`config.mk`:
```
export PLATFORM = sky130hd
export DESIGN_NAME = wp_cmd_gate
export DESIGN_NICKNAME = d
export VERILOG_FILES = /design/src/rtl/wp_cmd_gate_pkg.sv /design/src/rtl/wp_cmd_frame.sv /design/src/rtl/wp_cmd_region.sv /design/src/rtl/wp_cmd_decide.sv /design/src/rtl/wp_cmd_gate.sv
export SDC_FILE = /design/constraint.sdc
export NUM_CORES = 1
export LEC_CHECK = 0
export BUFFER_PORTS_ARGS = -buffer_cell sky130_fd_sc_hd__buf_2
export CAP_MARGIN = 20
export CORE_MARGIN = 1
export CORE_UTILIZATION = 35
export CTS_BUF_LIST = sky130_fd_sc_hd__clkbuf_2
export DETAILED_ROUTE_END_ITERATION = 8
export GPL_ROUTABILITY_DRIVEN = 1
export GPL_TIMING_DRIVEN = 0
export PLACE_DENSITY = 0.82
export SYNTH_ARGS = -nofsm -noshare
export SYNTH_HDL_FRONTEND = slang
export SYNTH_SLANG_ARGS = --single-unit
```
`constraint.sdc`:
```
create_clock -name clk -period 1.28 [get_ports clk]
set_input_delay 0.256 -clock clk [delete_from_list [all_inputs] [get_ports clk]]
set_output_delay 0.256 -clock clk [all_outputs]
set_load 0.05 [all_outputs]
```
`src/rtl/wp_cmd_gate_pkg.sv`:
```
package wp_cmd_gate_pkg;

  localparam logic [7:0] OP_SET_WEL = 8'h06;
  localparam logic [7:0] OP_CLR_WEL = 8'h04;
  localparam logic [7:0] OP_RD_STAT = 8'h05;
  localparam logic [7:0] OP_WR_STAT = 8'h01;
  localparam logic [7:0] OP_READ    = 8'h03;
  localparam logic [7:0] OP_WRITE   = 8'h02;

  typedef struct packed {
    logic       lock_en;
    logic [1:0] prot;
    logic       wel;
  } gate_state_t;

  typedef struct packed {
    logic acc;
    logic rej;
    logic go;
  } gate_result_t;

endpackage

```
`src/rtl/wp_cmd_frame.sv`:
```
module wp_cmd_frame
  import wp_cmd_gate_pkg::*;
#(
  parameter int CNT_W      = 12,
  parameter int ADDR_BYTES = 3
) (
  input  logic [7:0]       opcode,
  input  logic [CNT_W-1:0] bit_count,
  output logic             frame_ok
);

  localparam int CTRL_BITS  = 8;
  localparam int STAT_MIN   = 16;
  localparam int WRITE_MIN  = 8 + ADDR_BYTES * 8 + 8;

  logic aligned;

  assign aligned = (bit_count[2:0] == 3'b000);

  always_comb begin
    frame_ok = 1'b0;
    case (opcode)
      OP_SET_WEL,
      OP_CLR_WEL: frame_ok = (bit_count == CNT_W'(CTRL_BITS));
      OP_WR_STAT: frame_ok = aligned && (bit_count >= CNT_W'(STAT_MIN));
      OP_WRITE:   frame_ok = aligned && (bit_count >= CNT_W'(WRITE_MIN));
      default:    frame_ok = 1'b0;
    endcase
  end

endmodule

```
`src/rtl/wp_cmd_region.sv`:
```
module wp_cmd_region #(
  parameter int ADDR_W = 17
) (
  input  logic [ADDR_W-1:0] addr,
  input  logic [1:0]        prot,
  output logic              in_prot
);

  localparam int TOP = ADDR_W - 1;

  logic upper_quarter;
  logic upper_half;

  assign upper_quarter = addr[TOP] & addr[TOP-1];
  assign upper_half    = addr[TOP];

  always_comb begin
    case (prot)
      2'b00:   in_prot = 1'b0;
      2'b01:   in_prot = upper_quarter;
      2'b10:   in_prot = upper_half;
      default: in_prot = 1'b1;
    endcase
  end

endmodule

```
`src/rtl/wp_cmd_decide.sv`:
```
module wp_cmd_decide
  import wp_cmd_gate_pkg::*;
(
  input  logic         cs_rise,
  input  logic [7:0]   opcode,
  input  logic [7:0]   wr_byte,
  input  logic         wp_n,
  input  logic         busy,
  input  logic         frame_ok,
  input  logic         in_prot,
  input  gate_state_t  cur,
  output gate_state_t  nxt,
  output gate_result_t res
);

  logic locked;

  assign locked = cur.lock_en & ~wp_n;

  always_comb begin
    nxt = cur;
    res = '0;
    if (cs_rise && !busy) begin
      case (opcode)
        OP_SET_WEL: begin
          if (frame_ok) begin
            nxt.wel = 1'b1;
            res.acc = 1'b1;
          end else begin
            res.rej = 1'b1;
          end
        end
        OP_CLR_WEL: begin
          if (frame_ok) begin
            nxt.wel = 1'b0;
            res.acc = 1'b1;
          end else begin
            res.rej = 1'b1;
          end
        end
        OP_WR_STAT: begin
          if (!frame_ok || !cur.wel) begin
            res.rej = 1'b1;
          end else if (locked) begin
            nxt.wel = 1'b0;
            res.rej = 1'b1;
          end else begin
            nxt.wel     = 1'b0;
            nxt.prot    = wr_byte[3:2];
            nxt.lock_en = wr_byte[7];
            res.acc     = 1'b1;
          end
        end
        OP_WRITE: begin
          if (!frame_ok || !cur.wel) begin
            res.rej = 1'b1;
          end else if (in_prot) begin
            nxt.wel = 1'b0;
            res.rej = 1'b1;
          end else begin
            nxt.wel = 1'b0;
            res.acc = 1'b1;
            res.go  = 1'b1;
          end
        end
        default: begin
          nxt = cur;
        end
      endcase
    end
  end

endmodule

```
`src/rtl/wp_cmd_gate.sv`:
```
module wp_cmd_gate
  import wp_cmd_gate_pkg::*;
#(
  parameter int CNT_W      = 12,
  parameter int ADDR_W     = 17,
  parameter int ADDR_BYTES = 3
) (
  input  logic              clk,
  input  logic              rst_n,
  input  logic              cs_rise,
  input  logic [7:0]        opcode,
  input  logic [CNT_W-1:0]  bit_count,
  input  logic [ADDR_W-1:0] addr,
  input  logic [7:0]        wr_byte,
  input  logic              wp_n,
  input  logic              busy,
  output logic              cmd_accept,
  output logic              cmd_reject,
  output logic              write_go,
  output logic [7:0]        status
);

  localparam int SYNC_STAGES = 2;

  logic [SYNC_STAGES-1:0] rst_pipe;
  logic                   rst_q_n;
  logic                   frame_ok;
  logic                   in_prot;
  logic                   state_en;
  gate_state_t            state_q;
  gate_state_t            state_d;
  gate_result_t           res_q;
  gate_result_t           res_d;

  // reset: asserted at once, released after SYNC_STAGES clocks
  always_ff @(posedge clk or negedge rst_n) begin
    if (!rst_n) begin
      rst_pipe <= '0;
    end else begin
      rst_pipe <= {rst_pipe[SYNC_STAGES-2:0], 1'b1};
    end
  end

  assign rst_q_n = rst_pipe[SYNC_STAGES-1];

  wp_cmd_frame #(
    .CNT_W      (CNT_W),
    .ADDR_BYTES (ADDR_BYTES)
  ) u_frame (
    .opcode    (opcode),
    .bit_count (bit_count),
    .frame_ok  (frame_ok)
  );

  wp_cmd_region #(
    .ADDR_W (ADDR_W)
  ) u_region (
    .addr    (addr),
    .prot    (state_q.prot),
    .in_prot (in_prot)
  );

  wp_cmd_decide u_decide (
    .cs_rise  (cs_rise),
    .opcode   (opcode),
    .wr_byte  (wr_byte),
    .wp_n     (wp_n),
    .busy     (busy),
    .frame_ok (frame_ok),
    .in_prot  (in_prot),
    .cur      (state_q),
    .nxt      (state_d),
    .res      (res_d)
  );

  // state only moves on a frame end
  assign state_en = cs_rise;

  always_ff @(posedge clk or negedge rst_q_n) begin
    if (!rst_q_n) begin
      state_q <= '0;
    end else if (state_en) begin
      state_q <= state_d;
    end
  end

  always_ff @(posedge clk or negedge rst_q_n) begin
    if (!rst_q_n) begin
      res_q <= '0;
    end else begin
      res_q <= res_d;
    end
  end

  assign cmd_accept = res_q.acc;
  assign cmd_reject = res_q.rej;
  assign write_go   = res_q.go;
  assign status     = {state_q.lock_en, 3'b000, state_q.prot, state_q.wel, busy};

endmodule

```
==> results.txt <==
The distinct cell type count after synthesis is 44. The met2 usage in global routing came out at 0.3189. The fraction of layout cells with a size suffix above 1 is 0.6512. The area of the core came out at 0.001962 mm2. The wire length of the first global-routing pass is 2794 um.

The total clock buffers created by CTS is 3. After synthesis, the largest family of logic cells by area is simple AND/OR/NAND/NOR gates. The routability congestion estimate from global placement is 0.8335. Of the total synthesized cell area, the portion taken by AND, OR, NAND and NOR gates is 0.3703.

Once placement completed, the tool counted placed cells totaling 141. 61 I/O pins were placed. The library cells used most frequently in the layout, excluding fill and tap cells, are buf_2 (29), buf_4 (15), dfrtp_1 (9). The worst vdd rail ir drop is 0.0005107 V. Max-cap violations in this run came to 0.

The standard cell with the maximum stage delay on the critical path is a2111oi_4. The static leakage power came out at 0.5916 nW. The utilization after layout is 0.6384.

The tree is rooted in a clkbuf_2. The total number of vias came out at 816. The number of synthesis warnings is 0. The endpoint required time on the critical path came out at 1.41 ns.

The overall global routing resource usage came out at 0.1772. The largest net degree at the start of global routing is 8. In the global route stage, met1 resource usage came out at 0.2066. Setup repair after global routing could not meet its margin everywhere. The number of nets at the end of the flow is 180. After detailed routing, the total wire length is 1985 um. The final reports fail on setup timing. The area of all placed cells without fillers came out at 0.001252 mm2. The power per standard cell area is 527.3 mW/mm2. In this run the remaining antenna-violating nets after routing total 0. met2 is the most crowded layer. Summed over all layers, the global routing overflow is 0.

Using the TritonRoute via totals, the vias-per-cell ratio works out to 5.231. Averaged over all synthesized cells, the footprint is 9.776 um2. The number of sinks driven by the clock tree is 9. The compound-gate portion of the synthesized area is 0.1792.

The worst slack at placement came out at -0.9584 ns. The die outline area is 0.002282 mm2. The delay of the slowest critical-path stage came out at 0.48 ns. The placement-stage cell area came out at 0.001003 mm2. The non-filler instance count after layout came out at 156. The final HPWL from detailed placement is 1469 um. For this run, global-route usage on met3 was measured as 0.02642. In the routed design, unresolved DRC markers number 0.

In the synthesized netlist the dominant register cell turns out to be dfrtp_1. The worst hold path belongs to the class flop to async pin. The number of H-tree levels is 1. The combined area of all synthesized cells is 733.2 um2. The xor/xnor share of the synthesized area came out at 0.02218. The adder-cell area share of the yosys netlist is 0.

The worst setup path is of the input pin to flop kind. The library cell used most frequently in the layout, excluding fill and tap cells, is buf_2. Based on the critical path, the design can be clocked at up to 537.0 MHz. The die is 47.77 um wide. The maximum clock path buffer count came out at 2. The clock-pin slew of the registers on the worst-case setup and hold paths came out at 0.08 ns. STA puts the critical path data arrival time at 1.99 ns. Counting every instance in the synthesized netlist gives 75. The count of standard-cell rows is 16. The worst clock skew is 0.002306 ns. 0 antenna diodes ended up in the layout. Of all nets on the critical path, the largest fanout is 3. The count of TritonRoute iterations in the first routing pass is 4. The capturing element type of the critical path is a flop.

The max-slew violation total from the final report is 0. In the synthesized netlist the async set-or-reset flop fraction comes to 1.000. TritonCTS built the clock tree.

The average wire per standard cell is 12.72 um. For this block, the initial DRC count from the detailed router was 11. STA classifies the critical path startpoint as an input pin.

The post-layout total power is 660.4 uW. The via count of the first global-routing pass came out at 690. The share of synthesized area spent on multiplexers is 0.05973. Dividing the final minimum period by the clock period gives 1.455. The y dimension of the die came out at 47.77 um.

Walking the worst path, the cells encountered are buf_2 > or3_4 > o32a_1 > a2111oi_4 > mux2_1. The layout overhead on the synthesized area came out at 70.82%. The latest clock arrival within the worst-skew pair is 0.23 ns.

The flow ran to the end, but the final reports show violations. The post-synthesis register bit count is 9. The number of antenna violations at the first check in global routing came out at 0. The portion of the post-synthesis area used by sequential elements is 0.3072. The setup-violating endpoint count in the final report is 7. The effective utilization at floorplan came out at 0.3737. The number of enable flip-flop cells after synthesis is 0. The number of hold violations in the final report came out at 0.

The number of buffers inserted by port buffering is 37. The final critical delay including setup and external delays came out at 1.862 ns. The smallest setup slack after layout came out at -0.5823 ns.
[report_power, final]
| group | internal (mW) | switching (mW) |
|---|---|---|
| registers | 0.287 | 0.00439 |
| clock network | 0.0831 | 0.0895 |
| logic | 0.0940 | 0.102 |
| total | 0.464 | 0.196 |
[worst max-delay path, delay by kind of cell]
| family | cells | cell delay, ns |
|---|---|---|
| simple gates | 1 | 0.38 |
| compound gates | 2 | 0.87 |
| mux | 1 | 0.36 |
| buf+inv | 1 | 0.12 |
[cell type report]
type                    instances  area, um2
clock buffers                   4      20.02
well taps                      27      33.78
inverters                       2      7.507
multi-input cells              62      610.6
flip-flops and latches          9      225.2
plain buffers                   4      30.03
repair buffers                 48      325.3
fillers                       184      709.4
[path summary, 6_finish.rpt]
check	start	end	slack (ns)	cells past startpoint
worst max register to register	status[7]	status[7]	-0.37	4
worst max-delay path	bit_count[2]	status[7]	-0.58	5
max in group asynchronous	rst_n	rst_pipe[1]	0.87	2
worst min register to register	rst_pipe[1]	status[2]	0.11	0
worst min-delay path	rst_pipe[1]	status[2]	0.11	0
min in group clk	wr_byte[7]	status[7]	0.23	2
[Yosys cell counts (all sizes together) (2+ instances only)]
cell / count / area share
and2: 2 / 0.019
nand2: 2 / 0.010
nand4: 3 / 0.026
nand4b: 2 / 0.024
o21a: 2 / 0.020
nor2: 5 / 0.026
buf: 4 / 0.041
dfrtp: 9 / 0.31
nor4: 2 / 0.026
mux2: 3 / 0.046
nand3: 4 / 0.034
and3: 2 / 0.019
inv: 2 / 0.010
or2b: 2 / 0.022
conb: 2 / 0.010
nor3: 5 / 0.056
or3: 3 / 0.027
o211ai: 3 / 0.031
[through the flow]
stage | hold slack [ns] | setup TNS, ns
floorplan | -0.03959 | -2.474
global placement | 0.04110 | -4.576
detailed placement | 0.04316 | -4.789
CTS | 0.1210 | -2.296
global route | 0.1412 | -2.748
finish | 0.1068 | -2.510
[cells by family (layout without fill, tap and decap cells)]
logic type	count (synthesis)	after routing
xor gates and xnor gates	1	1
and+or+nand+nor	39	39
buffers and inverters	6	58
other	2	4
muxes	4	4
DFF	9	9
AOI/OAI and AO/OA	14	14
[state kept, by name, summed over array words and instances (netlist names)]
signal / cells
cmd_accept: 1
cmd_reject: 1
rst_pipe: 2
status: 4
write_go: 1
[per-layer routing]
layer | wire length, um | vias up
met5 | 0 | -
met4 | 20 | 0
met3 | 104 | 2
met2 | 1056 | 29
met1 | 804 | 392
li1 | - | 393
[repair_timing]
action	in CTS	in global routing
hold endpoints to repair	2	0
endpoints found under the setup margin	7	8
hold buffers	1	0
resized for setup	18	15
gates cloned	0	0
buffers inserted	6	4
pin swaps	9	6
(Power assumes the default switching activity.)
